## src/rtl/idle_sysctl_pkg.sv

```systemverilog
// Package: shared types and field positions for the idle/sysconfig controller.
// Assumes a 32-bit configuration word; the field positions are the contract with software.
package idle_sysctl_pkg;

    localparam int REG_W     = 32;
    localparam int MODE_LSB  = 2;
    localparam int IMMUNE_BIT = 1;
    localparam int SRST_BIT  = 0;

    // Idle policy encodings held in bits 3:2
    typedef enum logic [1:0] {
        POL_FORCE = 2'd0,
        POL_NEVER = 2'd1,
        POL_GATED = 2'd2,
        POL_SPARE = 2'd3
    } idle_pol_e;

    localparam idle_pol_e POL_RESET = POL_GATED;

endpackage

```

## src/rtl/idle_sysctl_idle.sv

```systemverilog
// Module: idle acknowledge generator.
// Applies the selected idle policy to the system idle request and the peripheral's
// busy flag. Assumes the policy input only changes while the acknowledge is low.
module idle_sysctl_idle
    import idle_sysctl_pkg::*;
(
    input  logic      clk,
    input  logic      rst_n,
    input  logic      idle_req_i,
    input  logic      busy_i,
    input  idle_pol_e pol_i,
    output logic      ack_o
);

    logic ack_q;
    logic ack_d;

    // Next acknowledge value from the policy, request and activity
    always_comb begin
        unique case (pol_i)
            POL_FORCE: ack_d = idle_req_i;
            POL_NEVER: ack_d = 1'b0;
            default:   ack_d = idle_req_i && (ack_q || !busy_i);
        endcase
    end

    // Acknowledge register
    always_ff @(posedge clk) begin
        if (!rst_n) ack_q <= 1'b0;
        else        ack_q <= ack_d;
    end

    assign ack_o = ack_q;


    force_ack_chk: assert property (@(posedge clk) disable iff (!rst_n)
        (pol_i == POL_FORCE && idle_req_i) |=> ack_q);


    never_ack_chk: assert property (@(posedge clk) disable iff (!rst_n)
        (pol_i == POL_NEVER && !ack_q) |=> !ack_q);


    gated_hold_chk: assert property (@(posedge clk) disable iff (!rst_n)
        (ack_q && idle_req_i && pol_i != POL_NEVER) |=> ack_q);


    req_drop_chk: assert property (@(posedge clk) disable iff (!rst_n)
        !idle_req_i |=> !ack_q);

endmodule

```

## src/rtl/idle_sysctl_srst.sv

```systemverilog
// Module: software-reset pulse stretcher.
// A start strobe loads a down-counter; the reset output is high while it is nonzero.
// Assumes start is only raised while the counter is idle.
module idle_sysctl_srst #(
    parameter int CYCLES = 4,
    localparam int CNT_W = $clog2(CYCLES + 1)
) (
    input  logic clk,
    input  logic rst_n,
    input  logic start_i,
    output logic busy_o
);

    logic [CNT_W-1:0] cnt_q;

    // Load on start, then count down to zero
    always_ff @(posedge clk) begin
        if (!rst_n)                 cnt_q <= '0;
        else if (start_i && cnt_q == '0) cnt_q <= CNT_W'(CYCLES);
        else if (cnt_q != '0)       cnt_q <= cnt_q - 1'b1;
    end

    assign busy_o = (cnt_q != '0);


    srst_start_chk: assert property (@(posedge clk) disable iff (!rst_n)
        (start_i && !busy_o) |=> busy_o);


    srst_cause_chk: assert property (@(posedge clk) disable iff (!rst_n)
        (!busy_o && !start_i) |=> !busy_o);

endmodule

```

## src/rtl/idle_sysctl_regs.sv

```systemverilog
// Module: configuration word and register bus slave.
// Decodes a single offset, answers each request one cycle later and refuses
// access while idle. Assumes one-cycle request strobes.
module idle_sysctl_regs
    import idle_sysctl_pkg::*;
#(
    parameter int ADDR_W     = 8,
    parameter int CFG_OFFSET = 4
) (
    input  logic              clk,
    input  logic              rst_n,
    input  logic              req_i,
    input  logic              we_i,
    input  logic [ADDR_W-1:0] addr_i,
    input  logic [REG_W-1:0]  wdata_i,
    output logic              rsp_o,
    output logic              err_o,
    output logic [REG_W-1:0]  rdata_o,
    input  logic              idle_i,
    input  logic              srst_busy_i,
    output idle_pol_e         pol_o,
    output logic              immune_o,
    output logic              srst_start_o
);

    logic             hit;
    logic             ok;
    idle_pol_e        pol_q;
    logic             immune_q;
    logic [REG_W-1:0] word;

    // Accept only the decoded offset and only while not idle
    assign hit = (addr_i == ADDR_W'(CFG_OFFSET));
    assign ok  = req_i && hit && !idle_i;

    // Readback word: upper bits are always zero
    always_comb begin
        word = '0;
        word[MODE_LSB +: 2] = pol_q;
        word[IMMUNE_BIT]    = immune_q;
        word[SRST_BIT]      = srst_busy_i;
    end

    // Configuration fields, written by accepted writes
    always_ff @(posedge clk) begin
        if (!rst_n) begin
            pol_q    <= POL_RESET;
            immune_q <= 1'b0;
        end else if (ok && we_i) begin
            pol_q    <= idle_pol_e'(wdata_i[MODE_LSB +: 2]);
            immune_q <= wdata_i[IMMUNE_BIT];
        end
    end

    // Response one cycle after each request
    always_ff @(posedge clk) begin
        if (!rst_n) begin
            rsp_o   <= 1'b0;
            err_o   <= 1'b0;
            rdata_o <= '0;
        end else begin
            rsp_o   <= req_i;
            err_o   <= req_i && !ok;
            rdata_o <= (ok && !we_i) ? word : '0;
        end
    end

    assign srst_start_o = ok && we_i && wdata_i[SRST_BIT] && !srst_busy_i;
    assign pol_o        = pol_q;
    assign immune_o     = immune_q;


    idle_refuse_chk: assert property (@(posedge clk) disable iff (!rst_n)
        (req_i && idle_i) |=> (err_o && rdata_o == '0));


    idle_keep_chk: assert property (@(posedge clk) disable iff (!rst_n)
        (req_i && idle_i) |=> ($stable(pol_q) && $stable(immune_q)));


    miss_refuse_chk: assert property (@(posedge clk) disable iff (!rst_n)
        (req_i && !hit) |=> (err_o && $stable(pol_q)));


    rsp_follow_chk: assert property (@(posedge clk) disable iff (!rst_n)
        req_i |=> rsp_o);


    rsp_quiet_chk: assert property (@(posedge clk) disable iff (!rst_n)
        !req_i |=> !rsp_o);

endmodule

```

## src/rtl/idle_sysctl.sv

```systemverilog
// Module: top of the idle handshake and system configuration controller.
// Ties the register slave, idle acknowledge generator and soft-reset stretcher
// together and registers the debug freeze. Assumes all inputs are synchronous to clk.
module idle_sysctl
    import idle_sysctl_pkg::*;
#(
    parameter int ADDR_W      = 8,
    parameter int CFG_OFFSET  = 4,
    parameter int SRST_CYCLES = 4
) (
    input  logic              clk,
    input  logic              rst_n,
    input  logic              bus_req_i,
    input  logic              bus_we_i,
    input  logic [ADDR_W-1:0] bus_addr_i,
    input  logic [31:0]       bus_wdata_i,
    output logic              bus_rsp_o,
    output logic              bus_err_o,
    output logic [31:0]       bus_rdata_o,
    input  logic              idle_req_i,
    input  logic              busy_i,
    input  logic              dbg_suspend_i,
    output logic              idle_ack_o,
    output logic              idle_state_o,
    output logic              freeze_o,
    output logic              mod_rst_o
);

    idle_pol_e pol;
    logic      immune;
    logic      srst_start;
    logic      srst_busy;
    logic      ack;
    logic      freeze_q;

    idle_sysctl_regs #(
        .ADDR_W     (ADDR_W),
        .CFG_OFFSET (CFG_OFFSET)
    ) regs_i (
        .clk          (clk),
        .rst_n        (rst_n),
        .req_i        (bus_req_i),
        .we_i         (bus_we_i),
        .addr_i       (bus_addr_i),
        .wdata_i      (bus_wdata_i),
        .rsp_o        (bus_rsp_o),
        .err_o        (bus_err_o),
        .rdata_o      (bus_rdata_o),
        .idle_i       (ack),
        .srst_busy_i  (srst_busy),
        .pol_o        (pol),
        .immune_o     (immune),
        .srst_start_o (srst_start)
    );

    idle_sysctl_idle idle_i (
        .clk        (clk),
        .rst_n      (rst_n),
        .idle_req_i (idle_req_i),
        .busy_i     (busy_i),
        .pol_i      (pol),
        .ack_o      (ack)
    );

    idle_sysctl_srst #(
        .CYCLES (SRST_CYCLES)
    ) srst_i (
        .clk     (clk),
        .rst_n   (rst_n),
        .start_i (srst_start),
        .busy_o  (srst_busy)
    );

    // Debug freeze, gated by the immunity bit
    always_ff @(posedge clk) begin
        if (!rst_n) freeze_q <= 1'b0;
        else        freeze_q <= dbg_suspend_i && !immune;
    end

    assign idle_ack_o   = ack;
    assign idle_state_o = ack;
    assign freeze_o     = freeze_q;
    assign mod_rst_o    = srst_busy;


    freeze_track_chk: assert property (@(posedge clk) disable iff (!rst_n)
        (dbg_suspend_i && !immune) |=> freeze_o);


    freeze_immune_chk: assert property (@(posedge clk) disable iff (!rst_n)
        (immune || !dbg_suspend_i) |=> !freeze_o);

endmodule

```

## config.mk

```make
export PLATFORM = sky130hd
export DESIGN_NAME = idle_sysctl
export DESIGN_NICKNAME = d
export VERILOG_FILES = /design/src/rtl/idle_sysctl_pkg.sv /design/src/rtl/idle_sysctl_idle.sv /design/src/rtl/idle_sysctl_srst.sv /design/src/rtl/idle_sysctl_regs.sv /design/src/rtl/idle_sysctl.sv
export SDC_FILE = /design/constraint.sdc
export NUM_CORES = 1
export LEC_CHECK = 0
export BUFFER_PORTS_ARGS = -buffer_cell sky130_fd_sc_hd__clkbuf_2
export CORE_UTILIZATION = 34
export CTS_CLUSTER_SIZE = 40
export DETAILED_ROUTE_END_ITERATION = 8
export GPL_TIMING_DRIVEN = 0
export PLACE_DENSITY = 0.78
export SYNTH_ARGS = -nofsm -noshare
export SYNTH_HDL_FRONTEND = slang
export SYNTH_SLANG_ARGS = --single-unit
```

## constraint.sdc

```tcl
create_clock -name clk -period 1.85 [get_ports clk]
set_input_delay 0.0925 -clock clk [delete_from_list [all_inputs] [get_ports clk]]
set_output_delay 0.0925 -clock clk [all_outputs]
set_load 0.02 [all_outputs]
```

==> flow_summary.ini, run 1 <==
[drt]
drt_iter0_markers = 14
route.detailed.drc = 0
ant_nets = 0
wirelength_um = 1410
vias = 696
wl_per_cell_um = 7.85
first_pass_iters = 4
via_per_inst = 3.89

[clock_tree]
h-tree-depth = 1
cts_resized = 0
cts.sinks = 14
clk_root_buffer_cell = clkbuf_4
hold_buffers = 0
post_cts_buffers = 0
clk_latency_ns = 0.28
tritoncts.num_buffers = 3
cts_tree = built
path_clk_slew_ns = 0.09
clock_path_buffers = 2

[global_routing]
grt_overflow = 0
grt_pass1_wl_um = 2170
grt_max_degree = 11
antenna_found_initial = 0
grt_pass1_vias = 592
grt_usage_pct = 10.8

[die]
die_area_sq_um = 2610
start_util_pct = 36.8
rows = 17
die_w_um = 51.1
die_h_um = 51.1
core_sq_um = 2230
io_pins = 85

[timing]
slew_violations = 0
setup_viol = 0
tns_ns = 0
period_needed_ns = 1.51
hold_violations = 0
final.setup.worst_slack_ns = 0.337
fin_skew_ns = 0.00710
fmaxAchievable_mhz = 661
fin_crit_sh_pct = 81.8
rsz0062_at_grt = false

[final_layout]
layout-drive-gt1-share_pct = 42.4
fillers = 204
stdcell_count = 179
area_delta_synth_final_pct = 38.1
design_area_sq_um = 1130
regArea_sq_um = 280
antenna_cells = 0
multi_input_area_sq_um = 402
nets = 201

[worst_hold_path]
hold_depth = 3
hp-class = input port to register

[placement]
place_congestion = 0.703
hpwl_um = 1200
dp.cells = 175
dp_slack_ns = 0.369
placed_area_sq_um = 1100
port_buffers = 28

[power]
max-vdd-ir-drop_uv = 326
power.density_nw_per_um2 = 822
p_total_uw = 932
leakage_nw = 0.651

[run]
cap_violations = 0

[synth]
synth.distinct_cells = 25
ys_ff_latch = 14
synth-simple-area-share_pct = 23.6
synth_area_sq_um = 821
postSynthAreaPerCell_sq_um = 8.92
synth_xor_area_share_pct = 1.07
yosysWarnings = 0
syn-instance-count = 92
synthAdderAreaFrac_pct = 3.05
synth_compound_area_share_pct = 3.51
synth.mux.area_fraction_pct = 4.88
synth_top_family_by_area = buffers and inverters
synth-seq-area-share_pct = 34.1

[worst_setup_path]
critical_path_class = register to primary output
ff2ff_path_depth = 3
crit_path_end_kind = primary output
cp.arrival_ns = 1.42
worstPathMaxFanout = 3
cp-start-kind = register
cp.required_ns = 1.76

[outcome]
status = finished, final reports clean
## synth_stat cells, drive strengths merged
cell	n	area share (%)
buf	29	27
dfxtp	14	34
nand2	7	3.2
and2	5	3.8
inv	5	2.3
mux2i	4	4.9
nor2	3	1.4
nor2b	3	2.3
and3	2	1.5
ha	2	3.0
nand2b	2	1.5
nand4	2	1.5
nor4b	2	2.1
a21boi	1	0.91
a21oi	1	0.61
and4b	1	1.2
clkbuf	1	0.46
conb	1	0.46
nor3b	1	0.91
nor4	1	1.5
o22ai	1	0.76
o31a	1	1.2
or4	1	1.4
or4b	1	1.2
xnor2	1	1.1
## cell families after synthesis
kind of cell    count (synthesis)
flops                          14
buf+inv                        35
other cells                     1
mux                             4
simple gates                   31
compound gates                  4
fa+ha+maj                       2
xor+xnor                        1
## placed cells by master (no fill, tap or decap), drive strengths merged, types with 2 or more instances in the layout
cell    synthesis  layout
dfxtp          14      14
nor2b           3       3
ha              2       2
inv             5       5
buf            29      29
nand4           2       2
nand2           7       7
and2            5       5
mux2i           4       4
nor2            3       3
nor4b           2       2
conb            1      28
clkbuf          1      33
nand2b          2       2
and3            2       2
## state kept, by name, indices dropped and copies added (netlist names)
signal / count
regs_i.rsp_o: 1
freeze_o: 1
idle_i.ack_o: 1
regs_i.pol_o: 2
regs_i.rdata_o: 4
regs_i.immune_o: 1
regs_i.err_o: 1
srst_i.cnt_q: 3
## worst max-delay path, stage by stage, from the launching register on
cell and delay (ns):
dfxtp_1 0.33, inv_1 0.08, ha_1 0.18, nor2b_1 0.29
inv_1 0.09, clkbuf_2 0.16
## per-layer routing
metal  share of wire, %  global-route usage (%)
met1                 40                    11.1
met2                 47                    20.6
met5                  0                       0
met3                 11                    1.79
met4                1.2                    5.56
## path summary, 6_finish.rpt
kind	from	to	slack, ns
hold / removal	dbg_suspend_i	freeze_o$_SDFF_PN0_	0.007
hold reg to reg	regs_i.immune_o$_SDFFE_PN0P_	freeze_o$_SDFF_PN0_	0.44
setup / recovery	srst_i.cnt_q[0]$_SDFFE_PP0N_	mod_rst_o	0.34
setup reg to reg	idle_i.ack_o$_SDFF_PN0_	regs_i.rdata_o[3]$_SDFF_PN0_	0.37
## report_power, final
part           total [mW]  internal, mW  leakage (nW)  switching (mW)
Sequential          0.351         0.333         0.114          0.0179
Clock               0.217         0.120        0.0210          0.0976
Combinational       0.364         0.165         0.516           0.199
Total               0.932         0.618         0.651           0.314
## cell type report
class	count	area share [%]
tap	28	3.09
inverter	5	1.66
timing repair buffer	28	12.4
multi-input combinational	70	35.4
buffer	30	19.5
sequential	14	24.7
clock buffer	4	3.20
## per-stage QoR
stage               util (%)  hold WS, ns
floorplan                  -        0.206
global route            50.8       0.0171
global placement        49.1        0.296
detailed placement      49.1        0.299
finish                  50.8      0.00664
CTS                     50.8      0.00409
Note: power is estimated with default switching activity, not from simulation.
==> inputs of run 2 (changes only) <==
CORE_UTILIZATION = 31   (was 34)
PLACE_DENSITY = 0.75   (was 0.78)
clock period = 1.3 ns   (was 1.85 ns; I/O delays follow)
==> flow_summary.ini, run 2 (synthesis results as in run 1) <==
[drt]
wl_per_cell_um = 7.60
wirelength_um = 1430
drt_iter0_markers = 3
vias = 710
via_per_inst = 3.78
route.detailed.drc = 0
first_pass_iters = 4
ant_nets = 0

[clock_tree]
clk_latency_ns = 0.28
path_clk_slew_ns = 0.08
h-tree-depth = 1
clk_root_buffer_cell = clkbuf_4
clock_path_buffers = 2
cts.sinks = 14
cts_tree = built
tritoncts.num_buffers = 3

[power]
p_clk_share_pct = 20.6
p_int_mw = 1.01
max-vdd-ir-drop_uv = 832
p_sw_uw = 485
seqPwrFrac_pct = 34.8
combPwrFrac_pct = 44.6
leakage_nw = 0.703
p_total_mw = 1.49
power.density_nw_per_um2 = 1210
swShare_pct = 32.5

[die]
die_area_sq_um = 2860
io_pins = 85
die_w_um = 53.5
start_util_pct = 32.8
die_h_um = 53.5
core_sq_um = 2500
rows = 18

[worst_setup_path]
ff2ff_path_depth = 3
max_stage_delay_ns = 0.50
slowest_stage = or4b_4
cp.required_ns = 1.52
worstPathMaxFanout = 4
path_cells = or4b_4, nor4_4, and2_1
cp.arrival_ns = 1.59
r2r_setup_slack_ns = -0.06
critical_path_class = register to register
crit_path_end_kind = register
cp-start-kind = register

[timing]
tns_ns = -0.240
setup_viol = 5
period_needed_ns = 1.36
fmaxAchievable_mhz = 733
fin_crit_sh_pct = 105
fin_skew_ns = 0.00373
rsz0062_at_grt = true
final.setup.worst_slack_ns = -0.0641
slew_violations = 0
hold_violations = 0

[outcome]
status = complete, but fails checks
violations = setup timing

[final_layout]
layout_commonest_cell = buf_4
fillers = 239
nets = 208
stdcell_count = 188
largest_register_ffs = 4
final_cell_mix = buf_4 (35), conb_1 (28), clkbuf_2 (27), dfxtp_1 (11), nand2_1 (7)
regMostFlops = regs_i.rdata_o
layout-drive-gt1-share_pct = 48.7
antenna_cells = 0
area_delta_synth_final_pct = 50.8

[global_routing]
grt_max_degree = 11
grt_pass1_wl_um = 1990
grt_pass1_vias = 511
antenna_found_initial = 0
grt_usage_pct = 9.76
grt_overflow = 0

[run]
cap_violations = 0

[placement]
port_buffers = 28
place_congestion = 0.712
dp_slack_ns = -0.0959
dp.cells = 177
hpwl_um = 1200

[worst_hold_path]
hp-class = input port to register
hold_depth = 3
[run 2: cell count changes in the layout (fill, tap and decap cells not counted), moves of 2 or more]
cell,before,now
dlygate4sd3_1,0,2
dfxtp_2,0,2
inv_1,5,3
buf_4,29,35
dfxtp_1,14,11
[run 2: cell type report]
class | instances | area [sq um] | area share [%]
Multi-Input combinational cell | 70 | 434 | 35.1
Sequential cell | 14 | 287 | 23.2
Buffer | 30 | 221 | 17.9
Timing Repair Buffer | 35 | 200 | 16.2
Tap cell | 30 | 37.5 | 3.03
Clock buffer | 4 | 36.3 | 2.93
Inverter | 5 | 21.3 | 1.72
[run 2: timing repair]
action	4_1_cts	5_1_grt
pin swaps	6	1
setup buffers	2	3
endpoints found under the hold margin	2	0
setup endpoints to repair	10	11
hold buffers	2	0
resized for setup	8	4
[run 2: critical path, delay by kind of cell, from the launching register on]
kind	cells	cell delay, ns
DFF	1	0.35
and+or+nand+nor	3	0.96
[run 2: final timing paths]
check / from / endpoint
max: idle_i.ack_o$_SDFF_PN0_ / regs_i.rdata_o[3]$_SDFF_PN0_
min: bus_wdata_i[2] / regs_i.pol_o[0]$_SDFFE_PN0P_
max reg2reg: idle_i.ack_o$_SDFF_PN0_ / regs_i.rdata_o[3]$_SDFF_PN0_
min reg2reg: regs_i.immune_o$_SDFFE_PN0P_ / freeze_o$_SDFF_PN0_
[run 2: through the flow]
step	util, %	area (sq um)	hold WS, ns
2_1_floorplan	-	936	0.177
3_3_place_gp	44.5	1110	0.269
3_5_place_dp	44.5	1110	0.273
4_1_cts	48.3	1210	0.00347
5_1_grt	49.5	1240	0.0158
6_report	49.5	1240	0.00680
[run 2: power groups by stage]
stage | Combinational, mW | Clock, mW | Sequential [mW]
CTS | 0.604 | 0.317 | 0.515
floorplan | 0.398 | 0 | 0.514
global route | 0.727 | 0.338 | 0.525
finish | 0.665 | 0.307 | 0.519
detailed placement | 0.512 | 0 | 0.510
global placement | 0.488 | 0 | 0.508
[run 2: layer usage]
layer | GRT usage [%] | vias up | wire, um
met4 | 7.89 | 0 | 31
met3 | 1.15 | 4 | 158
li1 | - | 376 | -
met2 | 18.3 | 43 | 676
met5 | 0 | - | 0
met1 | 9.29 | 287 | 562
==> inputs of run 3 (changes only) <==
BUFFER_PORTS_ARGS = -buffer_cell sky130_fd_sc_hd__buf_2   (was -buffer_cell sky130_fd_sc_hd__clkbuf_2)
CORE_ASPECT_RATIO = 1.2   (was unset)
==> flow_summary.ini, run 3 (synthesis results as in run 1) <==
[outcome]
status = complete, but fails checks
violations = DRC, setup timing

[final_layout]
area_delta_synth_final_pct = 50.3
largest_register_ffs = 4
design_area_sq_um = 1230
layout_commonest_cell = buf_4
fillers = 240
regMostFlops = regs_i.rdata_o
regArea_sq_um = 284
final_cell_mix = buf_4 (35), conb_1 (28), buf_2 (27), dfxtp_1 (11), nand2_1 (7)
nets = 207
layout-drive-gt1-share_pct = 51.0
antenna_cells = 0
multi_input_area_sq_um = 440

[timing]
setup_viol = 4
period_needed_ns = 1.36
fin_skew_ns = 0.0100
fin_crit_sh_pct = 105
hold_violations = 0
fmaxAchievable_mhz = 733
slew_violations = 0
final.setup.worst_slack_ns = -0.0643
rsz0062_at_grt = true

[drt]
ant_nets = 0
via_per_inst = 3.77
topRoutingLayerUsed = met4
wl_met3_um = 121
wl_met2_um = 904
vias = 716
route.detailed.drc = 1
wl_met1_um = 602
wirelength_um = 1630
first_pass_iters = 6
drt_iter0_markers = 5
wl_per_cell_um = 8.58

[clock_tree]
clk_root_buffer_cell = clkbuf_4
clk_latency_ns = 0.27
hold_buffers = 0
cts_tree = built
clock_path_buffers = 2
path_clk_slew_ns = 0.08
cts.sinks = 14
tritoncts.num_buffers = 3
h-tree-depth = 1

[worst_hold_path]
hold_end = idle_i.ack_o$_SDFF_PN0_
min_from = idle_req_i
hold_depth = 3
hp-class = input port to register

[run]
cap_violations = 0

[power]
power.density_nw_per_um2 = 1230
leakage_nw = 0.701
max-vdd-ir-drop_uv = 616

[placement]
placed_area_sq_um = 1120
hpwl_um = 1260
dp_slack_ns = -0.0983
place_congestion = 0.753
port_buffers = 28

[global_routing]
grt_max_degree = 11
grt_pass1_wl_um = 2300
grt_usage_pct = 10.2
grt_pass1_vias = 628
grt_overflow = 0
antenna_found_initial = 0

[worst_setup_path]
cp.arrival_ns = 1.58
crit_path_end_kind = register
cp-start-kind = register
r2r_setup_slack_ns = -0.06
ff2ff_path_depth = 3
worstPathMaxFanout = 4
critical_path_class = register to register
cp.required_ns = 1.51
r2r-end = regs_i.rdata_o[3]$_SDFF_PN0_
r2r-start = idle_i.ack_o$_SDFF_PN0_

[die]
start_util_pct = 32.5
die_w_um = 49.0
core_sq_um = 2530
die_h_um = 58.4
rows = 20
io_pins = 85
die_area_sq_um = 2860
## run 3: cell types whose count changed in the layout (fill, tap and decap cells not counted), sizes merged
cell         change
clkbuf          -27
buf             +28
dlygate4sd3      -2
## run 3: repair_timing
action	in CTS	in global routing
pin swaps	5	2
gates resized for setup	4	8
setup endpoints to repair	9	11
setup buffers	3	3
## run 3: per-stage QoR
step,hold WS [ns],cells,TNS [ns],utilization (%),total power [mW]
2_1_floorplan,0.177,119,-0.142,-,0.912
3_3_place_gp,0.281,180,-0.434,44.2,0.997
3_5_place_dp,0.287,180,-0.567,44.2,1.03
4_1_cts,0.000911,187,-0.252,46.9,1.38
5_1_grt,0.00625,190,-0.466,48.8,1.61
6_report,0.00609,190,-0.219,48.8,1.52
## run 3: how the worst max path moves through the flow
stage                                        from                           end  slack [ns]  cells past startpoint
after floorplan           idle_i.ack_o$_SDFF_PN0_  regs_i.rdata_o[0]$_SDFF_PN0_       -0.04                      3
after global placement    idle_i.ack_o$_SDFF_PN0_  regs_i.rdata_o[1]$_SDFF_PN0_       -0.08                      3
after detailed placement  idle_i.ack_o$_SDFF_PN0_  regs_i.rdata_o[3]$_SDFF_PN0_        -0.1                      3
after CTS                 idle_i.ack_o$_SDFF_PN0_  regs_i.rdata_o[3]$_SDFF_PN0_       -0.07                      3
after global routing      idle_i.ack_o$_SDFF_PN0_  regs_i.rdata_o[3]$_SDFF_PN0_       -0.12                      3
final                     idle_i.ack_o$_SDFF_PN0_  regs_i.rdata_o[3]$_SDFF_PN0_       -0.06                      3
## run 3: final cells by class
class	instances	share of cell area [%]
Sequential cell	14	23.0
Clock buffer	4	2.94
Multi-Input combinational cell	70	35.7
Timing Repair Buffer	34	15.5
Inverter	5	1.52
Buffer	30	18.0
Tap cell	33	3.35
## run 3: per-layer routing
layer / GRT usage, % / vias to the layer above
met2: 21.4 / 40
met1: 8.77 / 299
met3: 2.84 / 2
li1: - / 375
met5: 0 / -
met4: 4.62 / 0
## run 3: critical path, cell delays in order, from the launching register on
cell and delay (ns):
dfxtp_2 0.34, or4b_4 0.50, nor4_4 0.30, and2_1 0.17
## run 3: power breakdown
group	internal [mW]	switching, mW
sequential	0.479	0.0379
clock	0.170	0.137
combinational	0.366	0.330
total	1.02	0.505
